`config.mk`:
```
export PLATFORM = sky130hd
export DESIGN_NAME = axi_burst_selftest
export DESIGN_NICKNAME = d
export VERILOG_FILES = /design/src/rtl/bst_pkg.sv /design/src/rtl/bst_pattern.sv /design/src/rtl/bst_beat_ctr.sv /design/src/rtl/bst_verdict.sv /design/src/rtl/axi_burst_selftest.sv
export SDC_FILE = /design/constraint.sdc
export NUM_CORES = 1
export LEC_CHECK = 0
export ABC_AREA = 1
export ABC_CLOCK_PERIOD_IN_PS = 4500
export BUFFER_PORTS_ARGS = -buffer_cell sky130_fd_sc_hd__clkbuf_2
export CORE_ASPECT_RATIO = 1.4
export CORE_MARGIN = 3
export CORE_UTILIZATION = 46
export CTS_CLUSTER_DIAMETER = 30
export DETAILED_ROUTE_END_ITERATION = 16
export GPL_TIMING_DRIVEN = 0
export HOLD_SLACK_MARGIN = 0.05
export PLACE_DENSITY = 0.85
export SLEW_MARGIN = 30
export SYNTH_ARGS = -nofsm -noshare
export SYNTH_HDL_FRONTEND = slang
export SYNTH_SLANG_ARGS = --single-unit
export TNS_END_PERCENT = 100
```
`constraint.sdc`:
```
create_clock -name clk -period 4.5 [get_ports clk]
set_input_delay 0.9 -clock clk [delete_from_list [all_inputs] [get_ports clk]]
set_output_delay 0.9 -clock clk [all_outputs]
set_load 0.01 [all_outputs]
```
`src/rtl/bst_pkg.sv`:
```
`timescale 1ns/1ps
package bst_pkg;

    typedef enum logic [2:0] {
        ST_IDLE,
        ST_AW,
        ST_W,
        ST_B,
        ST_AR,
        ST_R,
        ST_DONE
    } bst_state_e;

    localparam int unsigned BST_NUM_TGT = 8;
    localparam int unsigned BST_TGT_W   = $clog2(BST_NUM_TGT);

    // Start address of each target, visited in index order.
    function automatic logic [31:0] bst_base(input logic [BST_TGT_W-1:0] idx);
        logic [31:0] a;
        unique case (idx)
            3'd0:    a = 32'h0000_0000;
            3'd1:    a = 32'h1000_0000;
            3'd2:    a = 32'h1100_0000;
            3'd3:    a = 32'h1110_0000;
            3'd4:    a = 32'h2000_0000;
            3'd5:    a = 32'h3000_0000;
            3'd6:    a = 32'h4000_0000;
            default: a = 32'h4100_0000;
        endcase
        return a;
    endfunction

endpackage

```
`src/rtl/bst_pattern.sv`:
```
`timescale 1ns/1ps
module bst_pattern #(
    parameter int unsigned DATA_W = 32,
    parameter int unsigned TGT_W  = 3,
    parameter int unsigned BEAT_W = 7
) (
    input  logic [TGT_W-1:0]  tgt,
    input  logic [BEAT_W-1:0] beat,
    output logic [DATA_W-1:0] word
);
    // Deterministic beat word: target in the top byte, fixed marker, beat number.
    always_comb begin
        word        = '0;
        word[31:24] = 8'(tgt);
        word[23:16] = 8'hC3;
        word[15:0]  = 16'(beat);
    end
endmodule

```
`src/rtl/bst_beat_ctr.sv`:
```
`timescale 1ns/1ps
module bst_beat_ctr #(
    parameter int unsigned LEN = 128,
    localparam int unsigned BEAT_W = $clog2(LEN)
) (
    input  logic              clk,
    input  logic              rst_n,
    input  logic              clr,
    input  logic              inc,
    output logic [BEAT_W-1:0] beat,
    output logic              last
);
    logic [BEAT_W-1:0] cnt_q;

    always_ff @(posedge clk or negedge rst_n) begin
        if (!rst_n) begin
            cnt_q <= '0;
        end else if (clr) begin
            cnt_q <= '0;
        end else if (inc) begin
            cnt_q <= (cnt_q == BEAT_W'(LEN-1)) ? '0 : cnt_q + 1'b1;
        end
    end

    assign beat = cnt_q;
    assign last = (cnt_q == BEAT_W'(LEN-1));
endmodule

```
`src/rtl/bst_verdict.sv`:
```
`timescale 1ns/1ps
module bst_verdict #(
    parameter int unsigned ERR_W = 8
) (
    input  logic             clk,
    input  logic             rst_n,
    input  logic             fault_i,
    input  logic             err_i,
    input  logic             finish_i,
    output logic             done_o,
    output logic             pass_o,
    output logic             fail_o,
    output logic [ERR_W-1:0] err_cnt_o
);
    logic             done_q, pass_q, fail_q, bad_q;
    logic [ERR_W-1:0] err_q;

    always_ff @(posedge clk or negedge rst_n) begin
        if (!rst_n) begin
            done_q <= 1'b0;
            pass_q <= 1'b0;
            fail_q <= 1'b0;
            bad_q  <= 1'b0;
            err_q  <= '0;
        end else if (!done_q) begin
            if (fault_i) begin
                bad_q <= 1'b1;
            end
            if (err_i && (err_q != {ERR_W{1'b1}})) begin
                err_q <= err_q + 1'b1;
            end
            if (finish_i) begin
                done_q <= 1'b1;
                pass_q <= !(bad_q || fault_i);
                fail_q <= bad_q || fault_i;
            end
        end
    end

    assign done_o    = done_q;
    assign pass_o    = pass_q;
    assign fail_o    = fail_q;
    assign err_cnt_o = err_q;

    // verdict flags exclusive and silent until the run ends
    a_r7_exclusive: assert property (@(posedge clk) disable iff (!rst_n)
        !(pass_q && fail_q));
    a_r7_quiet_before_done: assert property (@(posedge clk) disable iff (!rst_n)
        !done_q |-> (!pass_q && !fail_q));
    // status frozen once done
    a_r8_hold: assert property (@(posedge clk) disable iff (!rst_n)
        done_q |=> (done_q && $stable(pass_q) && $stable(fail_q) && $stable(err_q)));
endmodule

```
`src/rtl/axi_burst_selftest.sv`:
```
`timescale 1ns/1ps
module axi_burst_selftest
    import bst_pkg::*;
#(
    parameter int unsigned ADDR_W    = 32,
    parameter int unsigned DATA_W    = 32,
    parameter int unsigned BURST_LEN = 128,
    parameter int unsigned ERR_W     = 8
) (
    input  logic                clk,
    input  logic                rst_n,
    output logic [ADDR_W-1:0]   m_awaddr,
    output logic [7:0]          m_awlen,
    output logic [2:0]          m_awsize,
    output logic [1:0]          m_awburst,
    output logic                m_awvalid,
    input  logic                m_awready,
    output logic [DATA_W-1:0]   m_wdata,
    output logic [DATA_W/8-1:0] m_wstrb,
    output logic                m_wlast,
    output logic                m_wvalid,
    input  logic                m_wready,
    input  logic [1:0]          m_bresp,
    input  logic                m_bvalid,
    output logic                m_bready,
    output logic [ADDR_W-1:0]   m_araddr,
    output logic [7:0]          m_arlen,
    output logic [2:0]          m_arsize,
    output logic [1:0]          m_arburst,
    output logic                m_arvalid,
    input  logic                m_arready,
    input  logic [DATA_W-1:0]   m_rdata,
    input  logic [1:0]          m_rresp,
    input  logic                m_rlast,
    input  logic                m_rvalid,
    output logic                m_rready,
    output logic                test_done,
    output logic                test_pass,
    output logic                test_fail,
    output logic [ERR_W-1:0]    resp_err_count
);
    localparam int unsigned TGT_W    = BST_TGT_W;
    localparam int unsigned BEAT_W   = $clog2(BURST_LEN);
    localparam logic [7:0]  LEN_CODE = 8'(BURST_LEN - 1);
    localparam logic [2:0]  SIZE_CODE = 3'($clog2(DATA_W / 8));
    localparam logic [1:0]  BURST_INCR = 2'b01;
    localparam logic [1:0]  RESP_OKAY  = 2'b00;

    bst_state_e         state_q, state_d;
    logic [TGT_W-1:0]   tgt_q;
    logic [BEAT_W-1:0]  beat;
    logic               beat_last;
    logic               last_tgt;
    logic [DATA_W-1:0]  pat_word;
    logic [ADDR_W-1:0]  base_addr;

    logic aw_hs, w_hs, b_hs, ar_hs, r_hs;
    logic b_err, r_err, r_bad, finish;

    assign last_tgt  = (tgt_q == TGT_W'(BST_NUM_TGT - 1));
    assign base_addr = ADDR_W'(bst_base(tgt_q));

    assign aw_hs = (state_q == ST_AW) && m_awready;
    assign w_hs  = (state_q == ST_W)  && m_wready;
    assign b_hs  = (state_q == ST_B)  && m_bvalid;
    assign ar_hs = (state_q == ST_AR) && m_arready;
    assign r_hs  = (state_q == ST_R)  && m_rvalid;

    // ---------------- beat counter and pattern ----------------
    bst_beat_ctr #(.LEN(BURST_LEN)) u_beat (
        .clk   (clk),
        .rst_n (rst_n),
        .clr   (aw_hs || ar_hs),
        .inc   (w_hs || r_hs),
        .beat  (beat),
        .last  (beat_last)
    );

    bst_pattern #(.DATA_W(DATA_W), .TGT_W(TGT_W), .BEAT_W(BEAT_W)) u_pat (
        .tgt  (tgt_q),
        .beat (beat),
        .word (pat_word)
    );

    // ---------------- fault detection ----------------
    assign b_err  = b_hs && (m_bresp != RESP_OKAY);
    assign r_err  = r_hs && (m_rresp != RESP_OKAY);
    assign r_bad  = r_hs && ((m_rdata != pat_word) || (m_rlast != beat_last) || r_err);
    assign finish = r_hs && beat_last && last_tgt;

    bst_verdict #(.ERR_W(ERR_W)) u_verdict (
        .clk       (clk),
        .rst_n     (rst_n),
        .fault_i   (b_err || r_bad),
        .err_i     (b_err || r_err),
        .finish_i  (finish),
        .done_o    (test_done),
        .pass_o    (test_pass),
        .fail_o    (test_fail),
        .err_cnt_o (resp_err_count)
    );

    // ---------------- next state ----------------
    always_comb begin
        state_d = state_q;
        unique case (state_q)
            ST_IDLE: state_d = ST_AW;
            ST_AW:   if (aw_hs) state_d = ST_W;
            ST_W:    if (w_hs && beat_last) state_d = ST_B;
            ST_B:    if (b_hs) state_d = last_tgt ? ST_AR : ST_AW;
            ST_AR:   if (ar_hs) state_d = ST_R;
            ST_R:    if (r_hs && beat_last) state_d = last_tgt ? ST_DONE : ST_AR;
            ST_DONE: state_d = ST_DONE;
            default: state_d = ST_IDLE;
        endcase
    end

    // ---------------- state and target registers ----------------
    always_ff @(posedge clk or negedge rst_n) begin
        if (!rst_n) begin
            state_q <= ST_IDLE;
            tgt_q   <= '0;
        end else begin
            state_q <= state_d;
            if (b_hs || (r_hs && beat_last)) begin
                tgt_q <= last_tgt ? '0 : tgt_q + 1'b1;
            end
        end
    end

    // ---------------- channel outputs ----------------
    always_comb begin
        m_awaddr  = base_addr;
        m_awlen   = LEN_CODE;
        m_awsize  = SIZE_CODE;
        m_awburst = BURST_INCR;
        m_araddr  = base_addr;
        m_arlen   = LEN_CODE;
        m_arsize  = SIZE_CODE;
        m_arburst = BURST_INCR;
        m_wdata   = pat_word;
        m_wstrb   = '1;
        m_wlast   = 1'b0;
        m_awvalid = 1'b0;
        m_wvalid  = 1'b0;
        m_bready  = 1'b0;
        m_arvalid = 1'b0;
        m_rready  = 1'b0;
        unique case (state_q)
            ST_AW: m_awvalid = 1'b1;
            ST_W: begin
                m_wvalid = 1'b1;
                m_wlast  = beat_last;
            end
            ST_B:  m_bready  = 1'b1;
            ST_AR: m_arvalid = 1'b1;
            ST_R:  m_rready  = 1'b1;
            default: ;
        endcase
    end

    // write address held until accepted
    a_r1_aw_hold: assert property (@(posedge clk) disable iff (!rst_n)
        (m_awvalid && !m_awready) |=> (m_awvalid && $stable(m_awaddr)));
    // a failed write response is counted
    a_r5_berr_counted: assert property (@(posedge clk) disable iff (!rst_n)
        (m_bvalid && m_bready && (m_bresp != RESP_OKAY)) |=> (resp_err_count != '0));
    // no new requests after the verdict
    a_r8_no_request: assert property (@(posedge clk) disable iff (!rst_n)
        test_done |-> (!m_awvalid && !m_wvalid && !m_arvalid));
    // one channel active at a time
    a_r10_single_channel: assert property (@(posedge clk) disable iff (!rst_n)
        $countones({m_awvalid, m_wvalid, m_bready, m_arvalid, m_rready}) <= 1);
endmodule

```
==> flow_summary.ini <==
[routing]
dr.pass1.iters = 4
wl_mm = 6.06
num_vias = 2565
first_iter_violations = 63
avgViaCountPerCell = 3.97
drc_errors = 0
wl_per_cell_um = 9.38
ant_nets = 0

[min_path]
hp-class = reg -> reg

[job]
drv_cap = 0

[pwr]
power_density_mw_per_mm2 = 355
peakVddDrop_v = 0.000233
p_leak_nw = 2.34

[clock_network]
cts_made_buffers = 3
insertion_delay_ns = 0.27
ctsResizeCount = 0
htree_levels = 1
clockBufferDepth = 2
cts_sinks = 25
clk_pin_slew_ns = 0.09
cts_tree = built
cts_setup_buffers = 0
cts_hold_buf = 0
clock-root-buffer = clkbuf_8

[global_route]
grt_pass1_vias = 2307
antenna_found_initial = 0
grt_util_all_layers_pct = 16.7
grt_pass1_wl_mm = 9.61
overflow = 0
grt_max_degree = 26

[sta]
hold_viol = 0
fin_hold_ws_ns = 0.476
skew_ns = 0.00401
tightest_slew_ns = 0.648
fmax_mhz = 372
fin_crit_sh_pct = 59.8
final.min_clock_period_ns = 2.69
setup_ws_ns = 1.81
maxSlewHeadroom_pct = 56.8
tns_ns = 0
setup_viol = 0
rsz0062_at_grt = no
finalMaxSlewViolations = 0

[place]
gp_routability_congestion = 0.894
portBuffers = 80
hpwl_mm = 5.38
placed_cell_area_mm2 = 0.00358
post-place-ws_ns = 2.13

[floorplanning]
rows = 32
die-area_mm2 = 0.00686
pin_count = 187
die_w_um = 70.9
core_area_mm2 = 0.00561
die_h_um = 96.8
initial_core_util_pct = 48.3

[critical_path]
critPathLaunchType = flop
crit_path_max_fanout = 7
crit_path_end_kind = output port
crit_chain = ha_1 -> nand3_1 -> inv_1 -> nand2_1 -> nor4_1 -> clkbuf_2
required_ns = 3.60
slowest_stage = dfrtp_1
arrival_ns = 1.79
path_class = reg -> out
max_stage_delay_ns = 0.46

[synthesis]
synth_common_cells = 111 x buf_4, 79 x nand2_1, 49 x inv_1
synth_top_area_cell = buf_4
netlist_area_mm2 = 0.00271
synthAdderAreaFrac_pct = 3.70
ys_async_sr_fraction_pct = 100
synthSimpleGateAreaFrac_pct = 24.8
synth.most_common_cell = buf_4
syn_inst = 390
synth_top_area_share_pct = 30.8
synth_edf_count = 0
ys_ff_latch = 25
avgSynthCellArea_um2 = 6.95
synth_top_family_by_area = buffers and inverters
yosys_warnings = 0
synthFlopType = dfrtp_1
synthMuxAreaShare_pct = 0
synth.area.top_cells = buf_4 31%, dfrtp_1 23%, nand2_1 11%
synth_cell_types = 30
synth_compound_area_share_pct = 7.71
ys_seq_area_share_pct = 23.1
synth_xor_area_share_pct = 1.94

[cells_and_area]
syn2layout_area_growth_pct = 34.0
fin_util_pct = 64.8
antenna_cells = 0
drive_above_1_share_pct = 37.0
finish.instance_area_mm2 = 0.00363
layout.nets = 631

[outcome]
outcome = finished clean
-- where the power goes --
part,switching (W),leakage (nW),internal (W)
sequential,0.0000813,0.301,0.000275
clock,0.0000693,0.0228,0.0000633
combinational,0.000468,2.01,0.000331
-- registers in the layout, summed over array words and instances, names as in the netlist --
name	flops
state_q	3
tgt_q	3
u_beat.beat	7
u_verdict.bad_q	1
u_verdict.done_o	1
u_verdict.err_cnt_o	8
u_verdict.fail_o	1
u_verdict.pass_o	1
-- critical path: cells and delay by family (launching register included) --
family | cells | cell delay (ns)
and+or+nand+nor | 3 | 0.52
adders and majority gates | 1 | 0.23
DFF | 1 | 0.46
buffers and inverters | 2 | 0.31
-- cell type report --
type | instances | area [um^2]
multi-input combinational | 304 | 1430
inverter | 54 | 208
fill | 520 | 1980
clock buffer | 4 | 45.0
tap | 68 | 85.1
buffer | 111 | 833
timing repair buffer | 80 | 400
sequential | 25 | 626
-- per-layer routing --
layer	vias up	share of wire (%)	GRT usage, %
met3	8	10	4.16
met4	0	1.3	5.64
met1	1072	34	16.0
met5	-	0	0
li1	1353	-	-
met2	132	55	33.2
-- path summary, 6_finish.rpt --
check                                 from                     end  slack (ns)  cells after the start
setup / recovery            u_beat.beat[0]                 m_wlast        1.81                      6
max in group asynchronous            rst_n        u_verdict.done_o        3.44                      1
hold reg to reg            u_verdict.bad_q         u_verdict.bad_q        0.48                      2
min in group asynchronous            rst_n  u_verdict.err_cnt_o[2]        0.64                      1
setup reg to reg            u_beat.beat[0]          u_beat.beat[3]        2.65                      8
hold / removal             u_verdict.bad_q         u_verdict.bad_q        0.48                      2
-- logic make-up (layout without fill, tap and decap cells) --
logic type,after synthesis,count (layout)
AO/OA/AOI/OAI,33,33
XOR/XNOR,6,6
adder cells (fa/ha/maj),8,8
buffers and inverters,165,249
flip-flops,25,25
other,2,106
AND/OR/NAND/NOR,151,151
-- stage by stage --
stage / std cells / power, W
5_1_grt: 646 / 0.00140
6_report: 646 / 0.00129
4_1_cts: 646 / 0.00129
3_5_place_dp: 642 / 0.00116
3_3_place_gp: 642 / 0.00113
2_1_floorplan: 494 / 0.000908
-- cells in the final DEF (no fill, tap or decap), types with 4 or more instances in the layout --
cell type	synthesis	layout
xor2_1	6	6
ha_1	8	8
clkbuf_2	0	80
inv_1	49	49
o21ai_1	5	5
a21oi_1	10	10
dfrtp_1	25	25
o21ai_0	12	12
conb_1	2	106
nand4_1	4	4
nand3_1	11	11
nand2_1	79	79
buf_4	111	111
nor2_1	36	36
inv_2	4	4
nor3_1	7	7
No activity file was read; power rests on OpenSTA's default activity.
